[src/rtl/prio_irq_pkg.sv]
// Shared constants and types for the two-level interrupt arbiter.
// Assumes source indices double as polling order (0 = polled first).
package prio_irq_pkg;
    localparam int          NSRC_DEF  = 7;
    localparam int          WDT_DEF   = 6;
    localparam logic [15:0] VEC_BASE  = 16'h0003;
    localparam logic [15:0] VEC_STEP  = 16'd8;
    localparam int          NLVL      = 2;

    // One arbitration decision.
    typedef struct packed {
        logic       valid;
        logic       lvl;
        logic [2:0] idx;
    } pick_t;
endpackage

[src/rtl/irq_cfg_regs.sv]
// Enable and priority registers of the arbiter.
// Enable register: NSRC per-source bits plus a global bit at index NSRC.
// Priority register: NSRC bits; the top bit of the write bus is discarded.
// Assumes writes are single-cycle strobes with data valid alongside.
module irq_cfg_regs #(
    parameter int NSRC = 7
) (
    input  logic            clk,
    input  logic            rst_n,
    input  logic            en_we,
    input  logic [NSRC:0]   en_wdata,
    input  logic            pri_we,
    input  logic [NSRC:0]   pri_wdata,
    output logic [NSRC:0]   en_q,
    output logic [NSRC-1:0] pri_q
);
    // Enable register: load on strobe, clear on reset.
    always_ff @(posedge clk) begin
        if (!rst_n)
            en_q <= '0;
        else if (en_we)
            en_q <= en_wdata;
    end

    // Priority register: keep only the per-source bits.
    always_ff @(posedge clk) begin
        if (!rst_n)
            pri_q <= '0;
        else if (pri_we)
            pri_q <= pri_wdata[NSRC-1:0];
    end

    AST_EN_HOLD: assert property (@(posedge clk) disable iff (!rst_n)
        !$past(en_we) && $past(rst_n) |-> $stable(en_q));
endmodule

[src/rtl/irq_first_pick.sv]
// Finds the lowest set bit of a request vector (fixed polling order).
// Purely combinational; assumes IW is wide enough to hold N-1.
module irq_first_pick #(
    parameter int N  = 7,
    parameter int IW = 3
) (
    input  logic [N-1:0]  cand,
    output logic          found,
    output logic [IW-1:0] idx
);
    // Scan from the last index down so the lowest set bit wins.
    always_comb begin
        found = 1'b0;
        idx   = '0;
        for (int i = N - 1; i >= 0; i--) begin
            if (cand[i]) begin
                found = 1'b1;
                idx   = IW'(i);
            end
        end
    end
endmodule

[src/rtl/irq_nest.sv]
// In-service tracking for two priority levels.
// Bit 1 = high level active, bit 0 = low level active.
// Assumes the caller only raises take for a level that may be entered.
module irq_nest (
    input  logic       clk,
    input  logic       rst_n,
    input  logic       take,
    input  logic       take_lvl,
    input  logic       reti,
    output logic [1:0] insvc
);
    logic [1:0] clr_mask;
    logic [1:0] set_mask;

    // Return clears the highest set in-service bit.
    always_comb begin
        clr_mask = 2'b00;
        if (reti) begin
            if (insvc[1])      clr_mask = 2'b10;
            else if (insvc[0]) clr_mask = 2'b01;
        end
    end

    // Acknowledge marks the offered level as in service.
    always_comb begin
        set_mask = 2'b00;
        if (take) set_mask = take_lvl ? 2'b10 : 2'b01;
    end

    // Apply clear and set against the pre-edge state.
    always_ff @(posedge clk) begin
        if (!rst_n)
            insvc <= 2'b00;
        else
            insvc <= (insvc & ~clr_mask) | set_mask;
    end

    AST_ACK_SETS_HI: assert property (@(posedge clk) disable iff (!rst_n)
        (take && take_lvl) |=> insvc[1]);
    AST_ACK_SETS_LO: assert property (@(posedge clk) disable iff (!rst_n)
        (take && !take_lvl) |=> insvc[0]);
    AST_RETI_CLEARS_HI: assert property (@(posedge clk) disable iff (!rst_n)
        (reti && insvc[1] && !take) |=> !insvc[1]);
    AST_IDLE_RETI: assert property (@(posedge clk) disable iff (!rst_n)
        (reti && insvc == 2'b00 && !take) |=> insvc == 2'b00);
    AST_LO_UNDER_HI: assert property (@(posedge clk) disable iff (!rst_n)
        $rose(insvc[0]) |-> !insvc[1]);
endmodule

[src/rtl/prio_irq_ctrl.sv]
// Two-level, seven-source vectored interrupt arbiter.
// Qualifies requests with enables, picks the first eligible source of the
// highest enterable level, produces its vector, and tracks nesting.
// Outputs are combinational from inputs and state; assumes the CPU
// samples them in the cycle it raises ack_i.
module prio_irq_ctrl #(
    parameter int NSRC    = prio_irq_pkg::NSRC_DEF,
    parameter int WDT_IDX = prio_irq_pkg::WDT_DEF
) (
    input  logic          clk,
    input  logic          rst_n,
    input  logic [NSRC-1:0] req_i,
    input  logic          wdt_timer_mode_i,
    input  logic          en_we_i,
    input  logic [NSRC:0] en_wdata_i,
    input  logic          pri_we_i,
    input  logic [NSRC:0] pri_wdata_i,
    input  logic          ack_i,
    input  logic          reti_i,
    output logic [NSRC:0] en_q_o,
    output logic [NSRC:0] pri_q_o,
    output logic          irq_o,
    output logic          lvl_o,
    output logic [2:0]    src_o,
    output logic [15:0]   vec_o,
    output logic [1:0]    insvc_o
);
    import prio_irq_pkg::*;

    localparam int IW = 3;

    logic [NSRC:0]   en_q;
    logic [NSRC-1:0] pri_q;
    logic [NSRC-1:0] elig;
    logic [NSRC-1:0] hi_cand;
    logic [NSRC-1:0] lo_cand;
    logic            hi_found;
    logic            lo_found;
    logic [IW-1:0]   hi_idx;
    logic [IW-1:0]   lo_idx;
    logic [1:0]      insvc;
    pick_t           sel;

    irq_cfg_regs #(.NSRC(NSRC)) u_regs (
        .clk       (clk),
        .rst_n     (rst_n),
        .en_we     (en_we_i),
        .en_wdata  (en_wdata_i),
        .pri_we    (pri_we_i),
        .pri_wdata (pri_wdata_i),
        .en_q      (en_q),
        .pri_q     (pri_q)
    );

    // Per-source qualification; the watchdog slot also needs timer mode.
    for (genvar g = 0; g < NSRC; g++) begin : g_qual
        if (g == WDT_IDX) begin : g_wdt
            assign elig[g] = req_i[g] & en_q[g] & en_q[NSRC] & wdt_timer_mode_i;
        end else begin : g_std
            assign elig[g] = req_i[g] & en_q[g] & en_q[NSRC];
        end
    end

    assign hi_cand = elig & pri_q;
    assign lo_cand = elig & ~pri_q;

    irq_first_pick #(.N(NSRC), .IW(IW)) u_pick_hi (
        .cand  (hi_cand),
        .found (hi_found),
        .idx   (hi_idx)
    );

    irq_first_pick #(.N(NSRC), .IW(IW)) u_pick_lo (
        .cand  (lo_cand),
        .found (lo_found),
        .idx   (lo_idx)
    );

    // Level resolution against the in-service state.
    always_comb begin
        sel = '0;
        if (hi_found && !insvc[1]) begin
            sel.valid = 1'b1;
            sel.lvl   = 1'b1;
            sel.idx   = hi_idx;
        end else if (lo_found && insvc == 2'b00) begin
            sel.valid = 1'b1;
            sel.lvl   = 1'b0;
            sel.idx   = lo_idx;
        end
    end

    irq_nest u_nest (
        .clk      (clk),
        .rst_n    (rst_n),
        .take     (ack_i & sel.valid),
        .take_lvl (sel.lvl),
        .reti     (reti_i),
        .insvc    (insvc)
    );

    // Output drive: vector evenly spaced from the base.
    always_comb begin
        irq_o = sel.valid;
        lvl_o = sel.lvl;
        src_o = sel.idx;
        vec_o = sel.valid ? (VEC_BASE + 16'(sel.idx) * VEC_STEP) : 16'h0000;
    end

    assign en_q_o  = en_q;
    assign pri_q_o = {1'b0, pri_q};
    assign insvc_o = insvc;

    AST_GLOBAL_MASK: assert property (@(posedge clk) disable iff (!rst_n)
        !en_q_o[NSRC] |-> !irq_o);
    AST_WDT_QUIET: assert property (@(posedge clk) disable iff (!rst_n)
        (!wdt_timer_mode_i && irq_o) |-> (src_o != 3'(WDT_IDX)));
    AST_HI_BLOCKS_ALL: assert property (@(posedge clk) disable iff (!rst_n)
        insvc_o[1] |-> !irq_o);
    AST_LO_ONLY_HI: assert property (@(posedge clk) disable iff (!rst_n)
        (insvc_o[0] && irq_o) |-> lvl_o);
    AST_LVL_MATCH: assert property (@(posedge clk) disable iff (!rst_n)
        irq_o |-> (lvl_o == pri_q_o[src_o]));
    AST_REQ_BACKED: assert property (@(posedge clk) disable iff (!rst_n)
        irq_o |-> (req_i[src_o] && en_q_o[src_o]));
endmodule

[config.mk]
export PLATFORM = sky130hd
export DESIGN_NAME = prio_irq_ctrl
export DESIGN_NICKNAME = d
export VERILOG_FILES = /design/src/rtl/prio_irq_pkg.sv /design/src/rtl/irq_cfg_regs.sv /design/src/rtl/irq_first_pick.sv /design/src/rtl/irq_nest.sv /design/src/rtl/prio_irq_ctrl.sv
export SDC_FILE = /design/constraint.sdc
export NUM_CORES = 1
export LEC_CHECK = 0
export ABC_AREA = 1
export BUFFER_PORTS_ARGS = -buffer_cell sky130_fd_sc_hd__buf_2
export CELL_PAD_IN_SITES_DETAIL_PLACEMENT = 0
export CELL_PAD_IN_SITES_GLOBAL_PLACEMENT = 2
export CORE_ASPECT_RATIO = 1.75
export CORE_UTILIZATION = 18
export DETAILED_ROUTE_END_ITERATION = 8
export GPL_ROUTABILITY_DRIVEN = 0
export PLACE_DENSITY_LB_ADDON = 0.1
export SETUP_SLACK_MARGIN = 0.5
export SLEW_MARGIN = 20
export SYNTH_ARGS = -nofsm -noshare
export SYNTH_HDL_FRONTEND = slang
export SYNTH_HIERARCHICAL = 1
export SYNTH_SLANG_ARGS = --single-unit
[constraint.sdc]
create_clock -name clk -period 1.5 [get_ports clk]
set_clock_uncertainty 0.1 [all_clocks]
set_input_delay 0.3 -clock clk [delete_from_list [all_inputs] [get_ports clk]]
set_output_delay 0.3 -clock clk [all_outputs]
set_load 0.05 [all_outputs]
---- Word level (Yosys, flattened, before mapping) ----
Index checks and enable logic that the tools add are counted.
word-level totals
  register bits ........................... 17
  input bits .............................. 30
  output and inout port bits .............. 39
  logic and storage cells ................. 66
operators by class
  add/subtract/negate cells ............... 1
  multiplexer cells ....................... 36
  bitwise logic cells ..................... 22
  reductions and logical operators ........ 4
operator list
  kind                                                           number
  3-bit 2-to-1 mux                                               14
  1-bit bitwise AND                                              16
  1-bit 2-to-1 mux                                               15
  7-bit bitwise AND                                              2
  5-bit 2-to-1 mux                                               2
  2-bit 2-to-1 mux                                               4
  2-bit by 6-bit adder with 7-bit output (first input constant)  1
  7-bit 2-to-1 mux                                               1
  7-bit NOT                                                      1
  2-bit bitwise AND                                              1
  1-bit logical AND                                              2
  2-bit logical NOT                                              1
  2-bit NOT                                                      1
  2-bit OR                                                       1
  1-bit logical NOT                                              1

---- Longest topological paths before layout ----
  depth after elaboration ................. 17
  gate-level depth with buffers ........... 9
  depth with buffers taken out ............ 9

---- Hierarchy ----
Netlist, hierarchy kept.
by module, submodules not included
  module          times used  cells each  area each (um^2)
  irq_cfg_regs    1           94          631.9
  prio_irq_ctrl   1           64          326.6
  irq_first_pick  2           18          91.3
  irq_nest        1           13          87.6

---- Worst setup path after synthesis ----
OpenSTA, ideal clock, no wires.
  kind .................................... register to output
  start ................................... register u_regs.en_q[7]
  end ..................................... output src_o[2]
  arrival ................................. 2.274 ns
  path slack .............................. -1.174 ns
  cell stages (with the launch flop) ...... 9
  path through ............................ dfxtp_1 nand3_1 nor2_1 nor2_4 nand4_1 nand2_2 inv_2 nand2_1 o21ai_1
on the way
  elaborated cells between the ends (all ways) .. 42
  classes of those cells .................. mux (30); bitwise (10); reduce/logical (2)
RTL lines
  what                           RTL line              source
  from (decl)                    irq_cfg_regs.sv:14    output logic [NSRC:0] en_q,
  from (signal assigned)         irq_cfg_regs.sv:22    en_q <= en_wdata;
  1-bit bitwise AND              prio_irq_ctrl.sv:60   assign elig[g] = req_i[g] & en_q[g] & en_q[NSRC];
  7-bit bitwise AND              prio_irq_ctrl.sv:64   assign hi_cand = elig & pri_q;
  via hi_cand[3]                 prio_irq_ctrl.sv:35   logic [NSRC-1:0] hi_cand;
  1-bit 2-to-1 mux (4 in a row)  irq_first_pick.sv:16  if (cand[i]) begin
  via hi_found                   prio_irq_ctrl.sv:37   logic hi_found;
  1-bit logical AND              prio_irq_ctrl.sv:82   if (hi_found && !insvc[1]) begin
  5-bit 2-to-1 mux               prio_irq_ctrl.sv:82
  to (decl)                      prio_irq_ctrl.sv:24   output logic [2:0] src_o,
The timed path passes the listed nets, and every way through them passes these cells.

---- Worst setup path in the final report ----
  start ................................... register u_regs.en_q[7]
  end ..................................... output vec_o[3]
on the way
  elaborated cells between the ends (all ways) .. 42
  classes of those cells .................. add/sub (1); mux (29); bitwise (10); reduce/logical (2)
RTL lines
  what                                    RTL line              source
  1-bit bitwise AND *                     prio_irq_ctrl.sv:60
  7-bit bitwise AND *                     prio_irq_ctrl.sv:64
  via hi_cand[4]                          prio_irq_ctrl.sv:35
  1-bit 2-to-1 mux * (5 in a row)         irq_first_pick.sv:16
  via hi_found                            prio_irq_ctrl.sv:37
  1-bit logical AND *                     prio_irq_ctrl.sv:82
  5-bit 2-to-1 mux *                      prio_irq_ctrl.sv:82
  2-bit by 6-bit adder with 7-bit output  prio_irq_ctrl.sv:107  vec_o = sel.valid ? (VEC_BASE + 16'(sel.idx) * VEC_STEP) : 16'h0000;
  7-bit 2-to-1 mux *                      prio_irq_ctrl.sv:107
  to (decl)                               prio_irq_ctrl.sv:25   output logic [15:0] vec_o,
Mark *: on every way through the listed nets, which the timed path passes. The rest lies on a longest branch.

==> results.sh <==
export IMPL_grt_pass1_wl_um=6540
export IMPL_numCtsBuffers=3
export IMPL_start_kind="register"
export IMPL_pre_cts_ws_ns=-0.589
export IMPL_sequentialPowerShare_pct=29.8
export IMPL_reg2regPathDepth=11
export IMPL_clock_power_share_pct=32.1
export IMPL_clk_pin_slew_ns=0.06
export IMPL_yosysMostFrequentCell="nand2_1"
export IMPL_failed_checks="setup timing"
export IMPL_start_util_pct=18.8
export IMPL_crit_path_end_kind="output port"
export IMPL_rows=39
export IMPL_fp_dieH_um=111
export IMPL_cts_tree="done"
export IMPL_path_class="reg -> out"
export IMPL_io_buffer_count=55
export IMPL_yosysTopAreaCellShare_pct=27.7
export IMPL_nets=322
export IMPL_final_cell_count_no_fill=373
export IMPL_rsz0062_at_grt="yes"
export IMPL_cts_sinks=17
export IMPL_critPathRequiredTime_ns=1.10
export IMPL_grt_remaining_overflow=0
export IMPL_drc_errors=0
export IMPL_synth_flop_cell="dfxtp_1"
export IMPL_hpwlAfterDp_um=3260
export IMPL_ir_drop_uv=346
export IMPL_ys_seq_elements=17
export IMPL_synth_avg_cell_area_sq_um=5.94
export IMPL_async_reset_ff_share_pct=0
export IMPL_grt_max_degree=17
export IMPL_critPathMaxFanout=6
export IMPL_num_vias=1414
export IMPL_hold_viol_final=0
export IMPL_layout_drive_gt1_share_pct=53.6
export IMPL_rrSetupSlack_ns=-0.42
export IMPL_fin_crit_ns=2.19
export IMPL_power_mw=1.71
export IMPL_synth_area_sq_um=1230
export IMPL_coreArea_sq_um=6540
export IMPL_hold_class="in -> reg"
export IMPL_p_sw_uw=614
export IMPL_die_width_um=64.5
export IMPL_crit_arrival_ns=1.79
export IMPL_insertion_delay_ns=0.25
export IMPL_power_leakage_nw=1.18
export IMPL_fin_crit_sh_pct=146
export IMPL_p_int_mw=1.09
export IMPL_ys_warn_count=6
export IMPL_n_antenna_cell=0
export IMPL_cts_buffer_depth=2
export IMPL_synth_edf_count=0
export IMPL_fmax_mhz=457
export IMPL_drv_cap=0
export IMPL_root_buffer="clkbuf_16"
export IMPL_pwr_share_comb_pct=38.0
export IMPL_synth_area_top_cells="dfxtp_1 (28%), nand2_1 (15%), nor2_1 (15%)"
export IMPL_placed_area_sq_um=1870
export IMPL_holdPathStages=4
export IMPL_yosysTopAreaCell="dfxtp_1"
export IMPL_synth_common_cells="nand2_1 (50), nor2_1 (48), inv_1 (37)"
export IMPL_finalSetupViolations=13
export IMPL_yosysSeqAreaShare_pct=27.7
export IMPL_antenna_found_initial=0
export IMPL_slowest_stage="dfxtp_4"
export IMPL_p_per_area_nw_per_um2=712
export IMPL_ys_types=19
export IMPL_grt_pass1_vias=1415
export IMPL_dr_pass1_iters=4
export IMPL_drt_total_wl_um=3960
export IMPL_slowest_delay_ns=0.37
export IMPL_dr_first_iter_drc_count=8
export IMPL_hold_buffers=0
export IMPL_vias_per_cell=3.79
export IMPL_worst_slack_ns=-0.688
export IMPL_final_area_sq_um=2400
export IMPL_ioPinCount=69
export IMPL_cp_cell_sequence="nand3_2, nor2_2, nor3_2, nand4_1, inv_2, nand2_2, o21ai_4, buf_6"
export IMPL_sw_frac_of_total_pct=36.0
export IMPL_syn_instance_count=207
export IMPL_area_growth_pct=95.2
export IMPL_ctsHtreeMaxLevel=1
export IMPL_postRouteAntennaNets=0
export IMPL_dp_cells=361
export IMPL_status="complete, but fails checks"
export IMPL_die_area_sq_um=7170
export IMPL_grt_usage_pct=12.0
export IMPL_finalMaxSlewViolations=0
export IMPL_wl_per_cell_um=10.6
[worst max-delay path, delay by kind of cell, from the launching register on]
kind,cells,cell delay (ns)
compound gates,1,0.13
buf+inv,2,0.35
flops,1,0.37
simple gates,5,0.68
[cell type report]
| type | count | area (sq um) |
|---|---|---|
| clock buffer | 3 | 75.1 |
| clock inverter | 1 | 5.00 |
| fill | 725 | 4140 |
| inverter | 40 | 158 |
| multi-input combinational | 143 | 820 |
| sequential | 17 | 392 |
| tap | 82 | 103 |
| timing repair buffer | 87 | 847 |
[power groups by stage]
| stage | registers [mW] | logic (mW) | clock network, mW |
|---|---|---|---|
| 2_1_floorplan | 0.621 | 0.298 | 0 |
| 3_3_place_gp | 0.518 | 0.508 | 0 |
| 3_5_place_dp | 0.518 | 0.508 | 0 |
| 4_1_cts | 0.514 | 0.643 | 0.576 |
| 5_1_grt | 0.516 | 0.693 | 0.594 |
| 6_report | 0.510 | 0.650 | 0.549 |
[layer usage]
| layer | vias to the layer above | global-route usage [%] | share of wire, % |
|---|---|---|---|
| met5 | - | 0 | 0 |
| met4 | 0 | 4.89 | 1.6 |
| met3 | 4 | 1.85 | 4.2 |
| met2 | 44 | 23.9 | 60 |
| met1 | 612 | 11.6 | 34 |
| li1 | 754 | - | - |
[worst paths after layout]
| path | startpoint | end |
|---|---|---|
| hold / removal | reti_i | u_nest/insvc[1]$_SDFF_PN0_ |
| hold reg to reg | u_nest/insvc[0]$_SDFF_PN0_ | u_nest/insvc[0]$_SDFF_PN0_ |
| setup reg to reg | u_regs/en_q[7]$_SDFFE_PN0P_ | u_nest/insvc[1]$_SDFF_PN0_ |
| setup / recovery | u_regs/en_q[7]$_SDFFE_PN0P_ | vec_o[3] |
[flip-flops by register name, summed over array words and instances, names as in the netlist]
register / count
u_regs/pri_q: 7
u_nest/insvc: 2
u_regs/en_q: 8
[metrics by stage]
step | setup TNS (ns) | hold slack [ns] | util [%]
final | -7.31 | 0.209 | 36.7
after global routing | -8.80 | 0.229 | 36.7
after CTS | -7.60 | 0.217 | 35.6
after detailed placement | -6.25 | 0.382 | 28.6
after global placement | -6.14 | 0.382 | 28.6
after floorplan | -3.73 | 0.311 | -
[layout by cell type, fill, tap and decap left out]
master	count
nand2_2	7
nand3_2	4
nor3_2	2
inv_1	35
nor2_2	11
inv_2	4
a21oi_1	3
clkinv_2	1
nor2_1	37
nand2_4	4
dfxtp_2	5
buf_6	27
buf_2	28
buf_8	20
buf_12	1
a21oi_2	3
nand2_1	42
nand3_4	1
dfxtp_4	12
a21oi_4	1
nand2_8	1
nand3_1	3
o21ai_4	6
nand4_1	3
clkbuf_16	3
buf_4	11
conb_1	12
inv_8	1
nor2_4	3
[cells by family (layout without fill, tap and decap cells)]
kind of cell / after synthesis / after routing / synth area share [%]
AND/OR/NAND/NOR: 118 / 118 / 40.7
buffers and inverters: 58 / 131 / 24.4
other: 1 / 12 / 0.305
AO/OA/AOI/OAI: 13 / 13 / 6.82
flip-flops: 17 / 17 / 27.7
[timing repair]
item	in CTS	in global routing
pin swaps	5	5
gates resized for setup	105	9
setup buffers	3	5
setup endpoints to repair	29	29
Note: power is estimated with default switching activity, not from simulation.
